[src/rtl/dual_issue_pkg.sv]
package dual_issue_pkg;

  typedef enum logic [1:0] {
    CL_ALU   = 2'd0,
    CL_MUL   = 2'd1,
    CL_LOAD  = 2'd2,
    CL_STORE = 2'd3
  } op_class_e;

  typedef enum logic [1:0] {
    PIPE_A   = 2'd0,
    PIPE_B   = 2'd1,
    PIPE_MEM = 2'd2
  } pipe_e;

  function automatic logic is_mem(op_class_e c);
    return (c == CL_LOAD) || (c == CL_STORE);
  endfunction

  function automatic logic writes_reg(op_class_e c);
    return c != CL_STORE;
  endfunction

endpackage

[src/rtl/dual_issue_scoreboard.sv]
module dual_issue_scoreboard
  import dual_issue_pkg::*;
#(
  parameter int NREG     = 16,
  parameter int REG_W    = $clog2(NREG),
  parameter int NQ       = 4,
  parameter int LAT_ALU  = 1,
  parameter int LAT_LOAD = 2,
  parameter int LAT_MUL  = 3
) (
  input  logic                     clk,
  input  logic                     rst,
  input  logic                     wr0_en,
  input  logic [REG_W-1:0]         wr0_reg,
  input  op_class_e                wr0_cls,
  input  logic                     wr1_en,
  input  logic [REG_W-1:0]         wr1_reg,
  input  op_class_e                wr1_cls,
  input  logic [NQ-1:0][REG_W-1:0] q_reg,
  output logic [NQ-1:0]            q_rdy
);

  localparam int CW = $clog2(LAT_MUL + 1);

  logic [CW-1:0] cnt [NREG];

  function automatic logic [CW-1:0] wait_of(op_class_e c);
    case (c)
      CL_MUL:  return CW'(LAT_MUL - 1);
      CL_LOAD: return CW'(LAT_LOAD - 1);
      default: return CW'(LAT_ALU - 1);
    endcase
  endfunction

  always_ff @(posedge clk) begin
    for (int r = 0; r < NREG; r++) begin
      if (rst) begin
        cnt[r] <= '0;
      end else if (wr1_en && wr1_reg == REG_W'(r)) begin
        cnt[r] <= wait_of(wr1_cls);
      end else if (wr0_en && wr0_reg == REG_W'(r)) begin
        cnt[r] <= wait_of(wr0_cls);
      end else if (cnt[r] != '0) begin
        cnt[r] <= cnt[r] - CW'(1);
      end
    end
  end

  for (genvar q = 0; q < NQ; q++) begin : g_query
    assign q_rdy[q] = (cnt[q_reg[q]] == '0);
  end

endmodule

[src/rtl/dual_issue_pair_check.sv]
module dual_issue_pair_check
  import dual_issue_pkg::*;
#(
  parameter int REG_W = 4
) (
  input  logic             s0_vld,
  input  op_class_e        s0_cls,
  input  logic [REG_W-1:0] s0_dst,
  input  logic             s1_vld,
  input  op_class_e        s1_cls,
  input  logic [REG_W-1:0] s1_dst,
  input  logic [REG_W-1:0] s1_sra,
  input  logic [REG_W-1:0] s1_srb,
  input  logic [3:0]       src_rdy,
  input  logic             fwd_ok,
  input  logic             ls_busy,
  input  logic             rb_full,
  output logic             go0,
  output logic             go1,
  output pipe_e            pipe0,
  output pipe_e            pipe1
);

  logic mem0, mem1, wr0, wr1;
  logic hit_a, hit_b, bypass, ok_a, ok_b, waw, clash;

  always_comb begin
    mem0   = is_mem(s0_cls);
    mem1   = is_mem(s1_cls);
    wr0    = writes_reg(s0_cls);
    wr1    = writes_reg(s1_cls);
    go0    = s0_vld && !rb_full && src_rdy[0] && src_rdy[1] && !(mem0 && ls_busy);

    hit_a  = wr0 && (s1_sra == s0_dst);
    hit_b  = wr0 && (s1_srb == s0_dst);
    bypass = (s0_cls == CL_ALU) && fwd_ok;
    ok_a   = hit_a ? bypass : src_rdy[2];
    ok_b   = hit_b ? bypass : src_rdy[3];
    waw    = wr0 && wr1 && (s0_dst == s1_dst);
    clash  = ((s0_cls == CL_MUL) && (s1_cls == CL_MUL)) || (mem0 && mem1);
    go1    = go0 && s1_vld && ok_a && ok_b && !waw && !clash && !(mem1 && ls_busy);

    if (!go0)                                               pipe0 = PIPE_A;
    else if (mem0)                                          pipe0 = PIPE_MEM;
    else if (s0_cls == CL_ALU && go1 && s1_cls == CL_MUL)   pipe0 = PIPE_B;
    else                                                    pipe0 = PIPE_A;

    if (!go1)                     pipe1 = PIPE_A;
    else if (mem1)                pipe1 = PIPE_MEM;
    else if (s1_cls == CL_MUL)    pipe1 = PIPE_A;
    else if (pipe0 == PIPE_A && !mem0) pipe1 = PIPE_B;
    else                          pipe1 = PIPE_A;
  end

endmodule

[src/rtl/dual_issue_replay_buf.sv]
module dual_issue_replay_buf #(
  parameter int DEPTH = 4,
  parameter int TAG_W = 6,
  parameter int AW    = $clog2(DEPTH)
) (
  input  logic             clk,
  input  logic             rst,
  input  logic             push,
  input  logic [TAG_W-1:0] push_tag,
  input  logic             done,
  input  logic             stall,
  output logic             full,
  output logic             sweep,
  output logic [TAG_W-1:0] rply_tag,
  output logic [AW:0]      level
);

  localparam logic [AW:0] ONE  = (AW+1)'(1);
  localparam logic [AW:0] FULL = (AW+1)'(DEPTH);

  logic [TAG_W-1:0] store [DEPTH];
  logic [AW:0]      wr_ptr, rd_ptr, rp_ptr;
  logic             empty, take_done, start, last;

  assign level     = wr_ptr - rd_ptr;
  assign empty     = (level == '0);
  assign full      = (level == FULL);
  assign take_done = done && !stall && !sweep && !empty;
  assign start     = stall && !sweep && !empty;
  assign last      = (rp_ptr + ONE) == wr_ptr;
  assign rply_tag  = store[rp_ptr[AW-1:0]];

  always_ff @(posedge clk) begin
    if (push) store[wr_ptr[AW-1:0]] <= push_tag;
  end

  always_ff @(posedge clk) begin
    if (rst) begin
      wr_ptr <= '0;
      rd_ptr <= '0;
      rp_ptr <= '0;
      sweep  <= 1'b0;
    end else begin
      if (push)      wr_ptr <= wr_ptr + ONE;
      if (take_done) rd_ptr <= rd_ptr + ONE;
      if (start) begin
        sweep  <= 1'b1;
        rp_ptr <= rd_ptr;
      end else if (sweep) begin
        if (last) sweep  <= 1'b0;
        else      rp_ptr <= rp_ptr + ONE;
      end
    end
  end

endmodule

[src/rtl/dual_issue_pairing.sv]
module dual_issue_pairing
  import dual_issue_pkg::*;
#(
  parameter int NREG     = 16,
  parameter int REG_W    = $clog2(NREG),
  parameter int TAG_W    = 6,
  parameter int RB_DEPTH = 4,
  parameter int LAT_ALU  = 1,
  parameter int LAT_LOAD = 2,
  parameter int LAT_MUL  = 3
) (
  input  logic             clk,
  input  logic             rst,
  input  logic             s0_vld,
  input  logic [1:0]       s0_cls,
  input  logic [REG_W-1:0] s0_dst,
  input  logic [REG_W-1:0] s0_sra,
  input  logic [REG_W-1:0] s0_srb,
  input  logic [TAG_W-1:0] s0_tag,
  input  logic             s1_vld,
  input  logic [1:0]       s1_cls,
  input  logic [REG_W-1:0] s1_dst,
  input  logic [REG_W-1:0] s1_sra,
  input  logic [REG_W-1:0] s1_srb,
  input  logic [TAG_W-1:0] s1_tag,
  input  logic             fwd_ok,
  input  logic             mem_stall,
  input  logic             mem_done,
  output logic             iss0_vld,
  output logic [1:0]       iss0_pipe,
  output logic             iss1_vld,
  output logic [1:0]       iss1_pipe,
  output logic [1:0]       pop_cnt,
  output logic             rply_vld,
  output logic [TAG_W-1:0] rply_tag
);

  localparam int RB_AW = $clog2(RB_DEPTH);

  op_class_e               c0, c1;
  pipe_e                   pipe0, pipe1;
  logic                    go0, go1, rb_full, sweep, push;
  logic [3:0][REG_W-1:0]   q_reg;
  logic [3:0]              q_rdy;
  logic [TAG_W-1:0]        push_tag;
  logic [RB_AW:0]          rb_cnt;

  assign c0    = op_class_e'(s0_cls);
  assign c1    = op_class_e'(s1_cls);
  assign q_reg = {s1_srb, s1_sra, s0_srb, s0_sra};

  dual_issue_scoreboard #(
    .NREG(NREG), .REG_W(REG_W), .NQ(4),
    .LAT_ALU(LAT_ALU), .LAT_LOAD(LAT_LOAD), .LAT_MUL(LAT_MUL)
  ) u_sb (
    .clk(clk), .rst(rst),
    .wr0_en(go0 && writes_reg(c0)), .wr0_reg(s0_dst), .wr0_cls(c0),
    .wr1_en(go1 && writes_reg(c1)), .wr1_reg(s1_dst), .wr1_cls(c1),
    .q_reg(q_reg), .q_rdy(q_rdy)
  );

  dual_issue_pair_check #(.REG_W(REG_W)) u_pair (
    .s0_vld(s0_vld), .s0_cls(c0), .s0_dst(s0_dst),
    .s1_vld(s1_vld), .s1_cls(c1), .s1_dst(s1_dst),
    .s1_sra(s1_sra), .s1_srb(s1_srb),
    .src_rdy(q_rdy), .fwd_ok(fwd_ok), .ls_busy(sweep), .rb_full(rb_full),
    .go0(go0), .go1(go1), .pipe0(pipe0), .pipe1(pipe1)
  );

  assign push     = (go0 && is_mem(c0)) || (go1 && is_mem(c1));
  assign push_tag = (go0 && is_mem(c0)) ? s0_tag : s1_tag;

  dual_issue_replay_buf #(.DEPTH(RB_DEPTH), .TAG_W(TAG_W)) u_rb (
    .clk(clk), .rst(rst),
    .push(push), .push_tag(push_tag),
    .done(mem_done), .stall(mem_stall),
    .full(rb_full), .sweep(sweep), .rply_tag(rply_tag), .level(rb_cnt)
  );

  assign iss0_vld  = go0;
  assign iss1_vld  = go1;
  assign iss0_pipe = pipe0;
  assign iss1_pipe = pipe1;
  assign pop_cnt   = {1'b0, go0} + {1'b0, go1};
  assign rply_vld  = sweep;

endmodule

[config.mk]
export PLATFORM = sky130hd
export DESIGN_NAME = dual_issue_pairing
export DESIGN_NICKNAME = d
export VERILOG_FILES = /design/src/rtl/dual_issue_pkg.sv /design/src/rtl/dual_issue_scoreboard.sv /design/src/rtl/dual_issue_pair_check.sv /design/src/rtl/dual_issue_replay_buf.sv /design/src/rtl/dual_issue_pairing.sv
export SDC_FILE = /design/constraint.sdc
export NUM_CORES = 1
export LEC_CHECK = 0
export BUFFER_PORTS_ARGS = -buffer_cell sky130_fd_sc_hd__buf_4
export CAP_MARGIN = 20
export CORE_MARGIN = 2
export CORE_UTILIZATION = 55
export CTS_CLUSTER_SIZE = 8
export DETAILED_ROUTE_END_ITERATION = 6
export PLACE_DENSITY = 0.74
export RECOVER_POWER = 25
export SETUP_SLACK_MARGIN = 0.5
export SYNTH_ARGS = -nofsm -noshare
export SYNTH_HDL_FRONTEND = slang
export SYNTH_SLANG_ARGS = --single-unit
export TNS_END_PERCENT = 10
[constraint.sdc]
create_clock -name clk -period 4.3 [get_ports clk]
set_input_delay 0.86 -clock clk [delete_from_list [all_inputs] [get_ports clk]]
set_output_delay 0.86 -clock clk [all_outputs]
set_load 0.005 [all_outputs]
* After elaboration in Yosys (flattened, before gate mapping) *
Memory sizes are Yosys's and may differ from the RTL's. A register that Yosys moved wholly into a read port is not among the register bits.
Index checks and enable logic that the tools add are counted.

storage, ports and cells
  bits in registers = 10
  bits in writable memories = 56
  input port bits = 47
  output and inout bits = 15
  logic and storage cells = 566
  memories kept = 2

memories
  memory      depth  bits a word  rd ports  clocked after memory_dff  write ports  line                         text
  u_sb.cnt    16     2            20        0                         16           dual_issue_scoreboard.sv:25  logic [CW-1:0] cnt [NREG];
  u_rb.store  4      6            1         1                         1            dual_issue_replay_buf.sv:21  logic [TAG_W-1:0] store [DEPTH];

operators by class
  add/sub/neg operators = 21
  eq/ne operators = 44
  mux-type cells = 344
  bitwise gates (word level) = 48
  reduce and logical (&&, ||, !) cells = 103

operators with widths
  kind                 number
  $mux 2               135
  $mux 1               203
  $eq 4x4->1 const B   16
  $logic_and 1x1->1    63
  $or 1x1->1           48
  $reduce_bool 2->1    17
  $eq 4x3->1 const B   8
  $sub 2x1->2 const B  16
  $eq 4x2->1 const B   4
  $eq 4x4->1           3
  $logic_not 2->1      6
  $add 3x1->3 const B  3
  $logic_not 1->1      9
  $mux 3               3
  $eq 2x2->1 const B   4
  $eq 4x1->1 const B   2
  $logic_not 4->1      2
  $pmux 2 s2           2
  $mux 6               1
  $eq 2x1->1 const B   2
  $logic_or 1x1->1     4
  $ne 2x2->1 const B   2
  $eq 3x3->1           1
  $eq 3x3->1 const B   1
  5 further kinds      5

* Longest topological paths before layout *
Gate-level depths: netlist of the first run.

  word-level depth = 24
  mapped depth = 12
  gate-level depth less buffers = 10

* By module *
From an unflattened synthesis of the first run, not the netlist that was laid out.

unflattened totals
  cells, all modules = 527
  area total of the unflattened synthesis = 5206.2 um2

by module, submodules not included
  module                 instances  cells each  area each (um2)  seq. area each (um2)
  dual_issue_scoreboard  1          373         3188.1           960.9
  dual_issue_replay_buf  1          106         1594.0           960.9
  dual_issue_pair_check  1          36          315.3            0.0
  dual_issue_pairing     1          12          108.9            0.0

* Worst setup path before layout of the first run *
OpenSTA, ideal clock, no wires.

  kind = input-to-output
  start point = input port s1_srb[0]
  end point = output port iss0_pipe[0]
  arrival time = 2548 ps
  required time = 3440 ps
  path slack = 892 ps
  cell stages on the path = 8
  path buffers = 2
  cell sequence = buf_4 > mux4_2 > nor2b_1 > o311a_1 > nor4_2 > buf_6 > nand2_1 > nor4_1

on the way
  cells in the longest elaborated chain, start to end = 12
  elaborated cells on any way between the ends = 14
  classes of those cells = eq/ne: 1; mux: 4; reduce/logical: 8; memory: 1

ends and longest elaborated chain
  element                                                      line                                                      text
  start: declaration                                           dual_issue_pairing.sv:24                                  input logic [REG_W-1:0] s1_srb,
  $mem_v2 16x2 / $eq 4x4->1 (equally long branches)            --
  $logic_not 2->1 / $logic_and 1x1->1 (equally long branches)  dual_issue_scoreboard.sv:50, dual_issue_pair_check.sv:35
  $mux 1 *                                                     dual_issue_pair_check.sv:38                               ok_b = hit_b ? bypass : src_rdy[3];
  $logic_and 1x1->1 * (4 in series)                            dual_issue_pair_check.sv:41                               go1 = go0 && s1_vld && ok_a && ok_b && !waw && !clash && !(mem1 && ls_busy);
  via iss1_vld                                                 dual_issue_pairing.sv:31                                  output logic iss1_vld,
  $logic_and 1x1->1 * (2 in series)                            dual_issue_pair_check.sv:45                               else if (s0_cls == CL_ALU && go1 && s1_cls == CL_MUL) pipe0 = PIPE_B;
  $mux 1 *                                                     dual_issue_pair_check.sv:45
  $mux 2 *                                                     dual_issue_pair_check.sv:44                               else if (mem0) pipe0 = PIPE_MEM;
  $mux 2 *                                                     dual_issue_pair_check.sv:43                               if (!go0) pipe0 = PIPE_A;
  end: declaration                                             dual_issue_pairing.sv:30                                  output logic [1:0] iss0_pipe,

Mark *: on every way through the listed nets, which the timed path passes. The rest lies on a longest branch.

* Final worst setup path of the first run *
  start point = register u_rb.wr_ptr[0]
  end point = output port pop_cnt[0]

on the way
  cells in the longest elaborated chain, start to end = 14

ends and longest elaborated chain
  element                            line                         text
  start: declaration                 dual_issue_replay_buf.sv:22  logic [AW:0] wr_ptr, rd_ptr, rp_ptr;
  start signal: assignment           dual_issue_replay_buf.sv:44  if (push) wr_ptr <= wr_ptr + ONE;
  $sub 3x3->3 *                      dual_issue_replay_buf.sv:25  assign level = wr_ptr - rd_ptr;
  $eq 3x3->1 *                       dual_issue_replay_buf.sv:27  assign full = (level == FULL);
  $logic_not 1->1 *                  dual_issue_pair_check.sv:32  go0 = s0_vld && !rb_full && src_rdy[0] && src_rdy[1] && !(mem0 && ls_busy);
  $logic_and 1x1->1 * (4 in series)  dual_issue_pair_check.sv:32
  $logic_and 1x1->1 (6 in series)    dual_issue_pair_check.sv:41
  $add 1x1->2 *                      dual_issue_pairing.sv:84     assign pop_cnt = {1'b0, go0} + {1'b0, go1};
  end: declaration                   dual_issue_pairing.sv:33     output logic [1:0] pop_cnt,

Every way passes the cells marked *; elsewhere a longest branch is shown, timed or not.

==> results by group, run 1 <==
Status
  • Status: finished clean

Timing
  • Final Max Tran Viols: 0
  • RSZ-0062 raised after global routing: true
  • Crit share post-route: between 80% and 90%
  • Worst Tran Pin Value: 1.13 ns
  • Final setup violating endpoints: 0
  • Setup_tns: 0 ns
  • Clock Skew: between 0.007 and 0.008 ns
  • Slew HR: 24.5%
  • Fmax: approximately 260 MHz
  • Final hold vios: 0
  • Final hold slack: between 0.4 and 0.5 ns
  • Min Tclk post-route: approximately 3.8 ns

Clock network
  • Clk slew on worst S/H paths: roughly 0.070 ns
  • TritonCTS clock tree: yes
  • Clock sink total: 68
  • Max Root-Sink Buffers: 2
  • Number of buffers created by CTS: 9
  • CTS H-tree lvls: 3
  • Root Buffer: clkbuf_8
  • Clk_lat worst skew: approximately 0.36 ns

Layout
  • Fill count: just over 800
  • Diode count: 0
  • P&R area growth vs syn: 13.7%
  • Area of the multi-input gates: around 3100 um^2
  • Reg area: between 1500 and 2000 um^2
  • Most frequent cells in the layout: 60 x buf_4, 56 x edfxtp_1, 47 x inv_1, 43 x nand2_1, 40 x nor2_1
  • Commonest non-fill, non-tap cell in the layout: buf_4
  • Layout cells sized above 1: between 10% and 20%
  • # nets final: 680

Placement
  • I/O Buffers: 61
  • DP HPWL: 12.3 mm
  • GPL Wtd Cong: between 1 and 1.5

Global route
  • All-Layer GR Usage: a little under a third
  • First-pass GRT wire length: ~25 mm
  • GR Util met1: 45.2%
  • Met3 Use GR: slightly above 7%
  • Vias in the first global route: 4663
  • Initial antenna violation count: 0
  • Largest net degree at the start of global routing: 63
  • Busiest grt layer: met1
  • Met2 usage: 44.5%
  • Remaining Overflow, GRT: 0

Setup path
  • Arrival @ worst endpoint: ~2.9 ns
  • Crit start category: register
  • Critical Path End Type: output pin
  • Critical Path Fanout Max: 6
  • Req. time, crit path: 3.44 ns
  • WS Path Type: reg2out

Synth
  • Synthesis-stage register bit count: 68
  • Seq/Total Area, Yosys: a little over a third
  • Syn_nets: between 600 and 700
  • Primary FF master, synth: edfxtp_1
  • Yosys cell types: 71
  • Area leader, netlist: edfxtp_1
  • Number of cells produced by synthesis: 561
  • Synthesized cell area: roughly 5400 um^2
  • Post-synth EDFFs: 56
  • Post-synth ARST share: 0%
  • Ys Warns: 0
  • Mean Syn Cell Area: 9.60 um^2
  • Post-synth top area share: between 30 and 40%
  • Synth area leaders: edfxtp_1 31%, mux4_2 6.3%, ha_1 5.8%, dfxtp_1 4.5%, inv_1 3.3%

Floorplan
  • Row count: 36
  • IO Count: between 60 and 70
  • Die Wd: between 100 and 150 um
  • Die height: roughly 100 um
  • Initial cell density of the core: between 50% and 60%
  • Die ar.: about 11000 um^2
  • CORE AREA: 9640 um^2

Routing
  • Final ANT Viol Nets: 0
  • Routed len/inst: roughly 21 um
  • Via Count: around 5000
  • TritonRoute pass-1 iters: 5
  • Vias per cell: 6.71
  • Drt drc: 0
  • Drt total wl: between 15 and 20 mm
  • DR iter-0 viols: 510

Power and ir drop
  • Leakage Power: 2.24 nW
  • PwrDens: 468 nW/um^2
  • VDD IR max: ~210 uV

Job
  • Max_cap viols: 0

Worst hold path
  • Hold WC Path Type: reg2reg
routing by layer:
metal  vias to the layer above  wire [um]
li1                       2238          -
met1                      2366       6440
met2                       354       6800
met3                        48       2200
met4                         0        461
met5                         -          0
kinds of logic after synthesis:
kind of cell	count (synthesis)	synth area share, %
AO/OA/AOI/OAI	121	16.5
AND/OR/NAND/NOR	213	22.4
XOR/XNOR	21	3.42
buffers and inverters	79	6.30
multiplexers	34	9.95
flip-flops	68	35.7
adder cells (fa/ha/maj)	25	5.81
power by group:
| group | switching, W | leakage (nW) | internal (W) |
|---|---|---|---|
| sequential | 0.000222 | 0.664 | 0.000930 |
| clock | 0.000266 | 0.108 | 0.000282 |
| combinational | 0.000635 | 1.47 | 0.000529 |
| total | 0.00112 | 2.24 | 0.00174 |
cell usage after synthesis (7+ instances only):
cell,instances
edfxtp_1,56
inv_1,47
nand2_1,43
nor2_1,41
o21ai_0,26
ha_1,25
nor3_1,22
o221ai_1,18
nand3_1,16
clkbuf_1,15
mux4_2,15
mux2i_1,13
a2111oi_0,12
dfxtp_1,12
xnor2_1,11
a31oi_1,10
buf_2,10
nor2b_1,10
xor2_1,10
a21oi_1,9
or3_1,9
nor3b_1,8
nor4_1,7
o211ai_1,7
worst paths after layout:
check	slack, ns	startpoint	end	depth (start not counted)
setup / recovery	0.52	u_rb.wr_ptr[0]	pop_cnt[0]	9
hold / removal	0.49	u_rb.rp_ptr[1]	u_rb.rp_ptr[1]	2
hold reg to reg	0.49	u_rb.rp_ptr[1]	u_rb.rp_ptr[1]	2
setup reg to reg	0.88	u_rb.wr_ptr[0]	u_rb.store[2][2]	9
state kept, by name, summed over array words and instances, names as in the netlist, named ones only:
| register | cells |
|---|---|
| u_rb.wr_ptr | 3 |
| u_rb.rd_ptr | 3 |
| u_rb.rp_ptr | 3 |
| u_rb.sweep | 1 |
| u_rb.store | 24 |
| u_sb.cnt | 32 |
worst max-delay path: stages (launching register included):
cell	delay, ns
dfxtp_1	0.41
inv_1	0.13
ha_1	0.19
nor2b_1	0.14
xnor2_1	0.27
a2bb2oi_1	0.32
nand3_2	0.15
nor2_1	0.49
ha_1	0.33
buf_4	0.13
per-stage QoR:
| step | utilization, % | power, W | setup slack, ns | cells | instance area, um^2 |
|---|---|---|---|---|---|
| final | 63.5 | 0.00286 | 0.525 | 746 | 6120 |
| after global routing | 63.5 | 0.00305 | 0.326 | 746 | 6120 |
| after CTS | 63.3 | 0.00283 | 0.548 | 745 | 6100 |
| after detailed placement | 61.1 | 0.00228 | 0.513 | 729 | 5890 |
| after global placement | 61.1 | 0.00223 | 0.587 | 729 | 5890 |
| after floorplan | - | 0.00188 | 0.892 | 561 | 5380 |
layout make-up:
type | count | area share [%]
Clock buffer | 12 | 2.90
Clock inverter | 4 | 0.429
Timing Repair Buffer | 68 | 8.28
Tap cell | 133 | 2.72
Multi-Input combinational cell | 414 | 51.4
Sequential cell | 68 | 31.4
Inverter | 47 | 2.88
timing repair:
item | in CTS | in global routing
pin swaps | 0 | 2
endpoints found under the hold margin | 0 | 0
endpoints found under the setup margin | 1 | 1
buffers inserted | 0 | 1
hold buffers | 0 | 0
resized for setup | 1 | 7
(Power assumes the default switching activity.)
==> run 2, diff against run 1 <==
CORE_MARGIN = 3   (was 2)
==> run 2 against run 1 <==
Clock power is 8.0% lower. Highest routed layer unchanged. Critical path type is now in2out. Clock skew rose by 0.0045 ns. Cell count up 0.13%. Worst setup slack got worse by 0.24 ns.
==> results by group, run 2 (synthesis results as in run 1) <==
Layout
  • Diode count: 0 (unchanged)
  • P&R area growth vs syn: 14.4%
  • Reg with most FFs: u_sb.cnt
  • Max FFs per register: 32 (unchanged)
  • Most frequent cells in the layout: 65 x buf_4, 56 x edfxtp_1, 47 x inv_1, 43 x nand2_1, 41 x nor2_1
  • # nets final: 685 (+0.74%)
  • Fill count: 837 (+1.2%)
  • Commonest non-fill, non-tap cell in the layout: buf_4
  • Layout Cells excl Fill: 747 (+0.13%)
  • Final Core Density: 65.7% (+2.2 points)
  • Layout cells sized above 1: 20.6% (+0.81 points)

Routing
  • Vias per cell: 6.64 (-0.99%)
  • Final ANT Viol Nets: 0 (unchanged)
  • Drt total wl: 16.0 mm (+0.57%)
  • TritonRoute pass-1 iters: 5 (unchanged)
  • Via Count: 4963 (-0.86%)
  • Drt drc: 0 (unchanged)
  • DR iter-0 viols: 451 (-12%)
  • Routed len/inst: 21.4 um (+0.43%)

Clock network
  • Number of buffers created by CTS: 9 (unchanged)
  • Root Buffer: clkbuf_8
  • CTS Hold Bufs: 0 (unchanged)
  • TritonCTS clock tree: yes
  • Clk slew on worst S/H paths: 0.07 ns (about the same)
  • CTS H-tree lvls: 3 (unchanged)
  • Max Root-Sink Buffers: 2 (unchanged)
  • Clock sink total: 68 (unchanged)
  • Clk_lat worst skew: 0.35 ns (about the same)

Setup path
  • Critical Path Fanout Max: 9 (+3)
  • Arrival @ worst endpoint: 3.15 ns (+0.23 ns)
  • Critical path depth in cells: 8 (-1)
  • Reg2reg path depth: 7 (-2)
  • Critical-path cell list: buf_4 -> nor4b_1 -> a2111oi_0 -> a22oi_1 -> nand2_1 -> nor2_1 -> ha_1 -> buf_4
  • Crit-path leading delay family: simple AND/OR/NAND/NOR gates
  • Critical Path End Type: output pin
  • Crit start category: primary input
  • WS Path Type: in2out
  • CP max stage cell: nor2_1
  • Critical path's largest stage delay: 0.62 ns (+0.13 ns)
  • Buf/Inv on CP: 2 (unchanged)
  • Critical Path Most Common Cell: buf_4
  • Req. time, crit path: 3.44 ns (about the same)

Floorplan
  • Row count: 35 (-2.8%)
  • IO Count: 62 (unchanged)
  • Die height: 105 um (+1.9%)
  • Die ar.: 11000 um^2 (+3.9%)
  • CORE AREA: 9370 um^2 (-2.8%)
  • Initial cell density of the core: 57.4% (+1.6 points)
  • Die Wd: 105 um (+1.9%)

Global route
  • Vias in the first global route: 4802 (+3.0%)
  • Initial antenna violation count: 0 (unchanged)
  • Largest net degree at the start of global routing: 63 (unchanged)
  • Remaining Overflow, GRT: 0 (unchanged)
  • First-pass GRT wire length: 25.4 mm (+3.5%)
  • All-Layer GR Usage: 29.2% (-1.5 points)

Power and ir drop
  • Leakage Power: 2.26 nW (+0.95%)
  • VDD IR max: 282 uV (+35%)
  • PwrDens: 459 nW/um^2 (-1.9%)
  • Total power: 0.00283 W (-1.4%)

Timing
  • Min Tclk post-route: 4.01 ns (+0.239 ns)
  • Final hold vios: 0 (unchanged)
  • Slew HR: 28.0% (+3.5 points)
  • RSZ-0062 raised after global routing: false
  • Worst Tran Pin Value: 1.08 ns (-0.0521 ns)
  • Worst setup margin: 0.286 ns (-0.239 ns)
  • Setup_tns: 0 ns (unchanged)
  • Final Max Tran Viols: 0 (unchanged)
  • Crit share post-route: 93.3% (+5.6 points)
  • Clock Skew: 0.0125 ns (+0.00455 ns)
  • Final setup violating endpoints: 0 (unchanged)
  • Fmax: 249 MHz (-5.9%)

Worst hold path
  • Worst Hold Path Cells: 2 (unchanged)
  • Hold WC Path Type: reg2reg

Placement
  • DP HPWL: 12.3 mm (+0.52%)
  • I/O Buffers: 61 (unchanged)
  • Post-placement cell count: 729 (unchanged)
  • GPL Wtd Cong: 0.972 (-8.7%)
  • Dpl ws: 0.337 ns (-0.176 ns)

Job
  • Max_cap viols: 0 (unchanged)

Status
  • Status: finished clean
[run 2: cell types whose count changed in the layout (fill, tap and decap cells not counted), sizes merged]
cell	previous run	this run
buf	60	65
clkbuf	20	19
clkinv	1	2
[run 2: area by class of cell]
type | count | area, um^2 | share of cell area (%)
Clock buffer | 11 | 153 | 2.48
Sequential cell | 68 | 1920 | 31.2
Inverter | 47 | 176 | 2.87
Clock inverter | 5 | 31.3 | 0.508
Multi-Input combinational cell | 414 | 3170 | 51.5
Timing Repair Buffer | 73 | 544 | 8.84
Tap cell | 129 | 161 | 2.62
[run 2: worst min-delay path, cell delays in order, from the launching register on]
cell	delay (ns)
dfxtp_1	0.33
nand2_1	0.06
a21oi_1	0.05
[run 2: final timing paths]
path                                      start          endpoint  slack, ns
worst min register to register   u_rb.rp_ptr[2]    u_rb.rp_ptr[2]       0.48
worst max-delay path                  s0_sra[0]        pop_cnt[0]       0.29
worst min-delay path             u_rb.rp_ptr[2]    u_rb.rp_ptr[2]       0.48
worst max register to register  u_sb.cnt[11][0]  u_rb.store[3][3]       0.75
[run 2: metal layers]
metal / GRT usage, % / wire length, um / vias to the layer above
met5: 0 / 0 / -
met4: 10.2 / 414 / 0
li1: - / - / 2249
met1: 40.1 / 6660 / 2352
met3: 9.70 / 1870 / 41
met2: 43.2 / 7060 / 321
[run 2: where the power goes]
group	total, W	leakage, nW	switching, W	internal (W)
registers	0.00114	0.664	0.000207	0.000930
logic	0.00119	1.50	0.000650	0.000536
clock network	0.000504	0.0995	0.000258	0.000245
total	0.00283	2.26	0.00112	0.00171
[run 2: timing repair]
item	in CTS	in global routing
pin swaps	1	4
resized for setup	3	7
setup buffers	1	1
setup endpoints to repair	2	2
[run 2: per-stage QoR]
stage	hold WS (ns)	area (um^2)
after floorplan	0.450	5380
after CTS	0.488	6120
final	0.481	6160
after detailed placement	0.477	5920
after global placement	0.470	5920
after global routing	0.521	6160
==> run 3, diff against run 2 <==
CORE_UTILIZATION = 54   (was 55)
PLACE_DENSITY = 0.76   (was 0.74)
clock period = 3.2 ns   (was 4.3 ns; I/O delays follow)
==> run 3 against run 2 <==
First-iteration DRC count grew 45%. The run now ends with negative setup slack left. Sequential cell count is the same. Largest cell class unchanged. Non-clock buffer count grew 52. Critical path type is now reg2out. Cell count grew 7.0%.
==> results by group, run 3 (synthesis results as in run 1) <==
Placement
  • Post-placement cell count: 760 (+4.3%)
  • GPL Wtd Cong: 0.967 (-0.55%)
  • DP HPWL: 12.7 mm (+3.0%)
  • Dpl ws: -0.0363 ns (-0.373 ns)
  • I/O Buffers: 61 (unchanged)

Routing
  • Final ANT Viol Nets: 0 (unchanged)
  • DR iter-0 viols: 653 (+45%)
  • Routed len/inst: 22.6 um (+5.5%)
  • Drt total wl: 18.1 mm (+13%)
  • Drt drc: 0 (unchanged)
  • Vias per cell: 6.68 (+0.48%)
  • Via Count: 5334 (+7.5%)
  • TritonRoute pass-1 iters: 5 (unchanged)

Layout
  • Reg with most FFs: u_sb.cnt
  • # nets final: 737 (+7.6%)
  • P&R area growth vs syn: 34.2%
  • Fill count: 643 (-23%)
  • Most frequent cells in the layout: 100 x buf_4, 56 x edfxtp_1, 47 x inv_1, 42 x nand2_1, 36 x nor2_1
  • Layout Cells excl Fill: 799 (+7.0%)
  • Commonest non-fill, non-tap cell in the layout: buf_4
  • Diode count: 0 (unchanged)
  • Max FFs per register: 32 (unchanged)
  • Layout cells sized above 1: 36.6% (+16 points)

Timing
  • Worst setup margin: -0.0764 ns (-0.362 ns)
  • Final setup violating endpoints: 5 (+5)
  • Final hold slack: 0.488 ns (+0.00681 ns)
  • Slew HR: 51.0% (+23 points)
  • Worst Tran Pin Value: 0.729 ns (-0.349 ns)
  • Final Max Tran Viols: 0 (unchanged)
  • Fmax: a little over 300 MHz
  • RSZ-0062 raised after global routing: true
  • Crit share post-route: 102%
  • Final hold vios: 0 (unchanged)
  • Clock Skew: 0.00774 ns (-0.00471 ns)
  • Min Tclk post-route: approximately 3.3 ns

Status
  • Status: finished, violations left
  • Failing checks: negative setup slack

Clock network
  • Root Buffer: clkbuf_8
  • CTS H-tree lvls: 3 (unchanged)
  • Max Root-Sink Buffers: 2 (unchanged)
  • Clk_lat worst skew: 0.36 ns (about the same)
  • Clock sink total: 68 (unchanged)
  • Number of buffers created by CTS: 9 (unchanged)
  • Clk slew on worst S/H paths: 0.08 ns (about the same)
  • TritonCTS clock tree: yes

Worst hold path
  • Hold WC Path Type: reg2reg

Global route
  • Remaining Overflow, GRT: 0 (unchanged)
  • Largest net degree at the start of global routing: 63 (unchanged)
  • Initial antenna violation count: 0 (unchanged)
  • All-Layer GR Usage: 31.3% (+2.1 points)
  • First-pass GRT wire length: 27.3 mm (+7.3%)
  • Vias in the first global route: 4999 (+4.1%)

Power and ir drop
  • Total power: 0.00434 W (+54%)
  • Leakage Power: 2.68 nW (+18%)
  • VDD IR max: 303 uV (+7.3%)
  • PwrDens: 600 nW/um^2 (+31%)

Setup path
  • Critical Path End Type: output pin
  • Req. time, crit path: 2.56 ns (-0.88 ns)
  • WS Path Type: reg2out
  • Crit start category: register
  • Critical Path Fanout Max: 4 (-5)
  • Arrival @ worst endpoint: 2.64 ns (-0.51 ns)

Floorplan
  • Row count: 35 (unchanged)
  • Initial cell density of the core: 56.9% (-0.53 points)
  • Die height: 106 um (+0.87%)
  • Die ar.: 11200 um^2 (+1.7%)
  • Die Wd: 106 um (+0.87%)
  • IO Count: 62 (unchanged)
  • CORE AREA: 9460 um^2 (+0.93%)

Job
  • Max_cap viols: 0 (unchanged)
-- run 3: changes by cell type in the layout (fill, tap and decap cells not counted), moves of 6 or more --
cell      change
o221ai_1      -9
buf_4        +35
nand3_1       -6
o31ai_4       +6
o31ai_1       -6
o21ai_2      +11
o21ai_0      -19
buf_6         +8
o21ai_4       +7
o221ai_2      +9
-- run 3: what timing repair did --
| action | CTS | global route |
|---|---|---|
| pin swaps | 26 | 31 |
| endpoints found under the hold margin | 0 | 0 |
| cloned | 0 | 2 |
| resized for setup | 105 | 29 |
| buffers inserted | 8 | 13 |
| setup endpoints to repair | 122 | 123 |
| hold buffers | 0 | 0 |
-- run 3: worst max-delay path: stages, from the launching register on --
cell	delay, ns
edfxtp_1	0.52
buf_6	0.18
nor4b_4	0.25
a311o_1	0.14
o221a_1	0.19
a311oi_2	0.04
buf_4	0.17
nor4_4	0.30
buf_12	0.16
nand2_4	0.05
nor4_4	0.12
buf_4	0.14
-- run 3: where the power goes --
group | switching (W) | leakage, nW | internal (W)
combinational | 0.00105 | 1.90 | 0.000954
clock | 0.000382 | 0.110 | 0.000443
sequential | 0.000258 | 0.664 | 0.00125
total | 0.00170 | 2.68 | 0.00264
-- run 3: per-stage QoR --
stage | TNS, ns | instance area, um^2 | util [%]
finish | -0.163 | 7230 | 76.4
global route | -1.56 | 7230 | 76.4
CTS | -0.119 | 6930 | 73.2
detailed placement | -0.124 | 6220 | 65.8
global placement | -0.181 | 6220 | 65.8
floorplan | 0 | 5450 | -
-- run 3: metal layers --
metal	global-route usage (%)	share of wire, %
met1	44.3	39
met2	48.3	45
met3	5.88	12
met4	10.7	4.0
met5	0	0
-- run 3: area by class of cell --
| type | count | area (um^2) | area share [%] |
|---|---|---|---|
| clock buffer | 9 | 124 | 1.71 |
| clock inverter | 7 | 98.8 | 1.37 |
| inverter | 47 | 176 | 2.44 |
| multi-input combinational | 414 | 3670 | 50.8 |
| sequential | 68 | 1920 | 26.6 |
| tap | 129 | 161 | 2.23 |
| timing repair buffer | 125 | 1070 | 14.8 |
-- run 3: final timing paths --
path	from	end	slack, ns	cells past startpoint
worst max-delay path	u_sb.cnt[6][1]	iss0_pipe[0]	-0.08	11
worst min-delay path	u_rb.rp_ptr[2]	u_rb.rp_ptr[2]	0.49	2
worst max register to register	u_sb.cnt[0][0]	u_sb.cnt[3][1]	0	14
worst min register to register	u_rb.rp_ptr[2]	u_rb.rp_ptr[2]	0.49	2
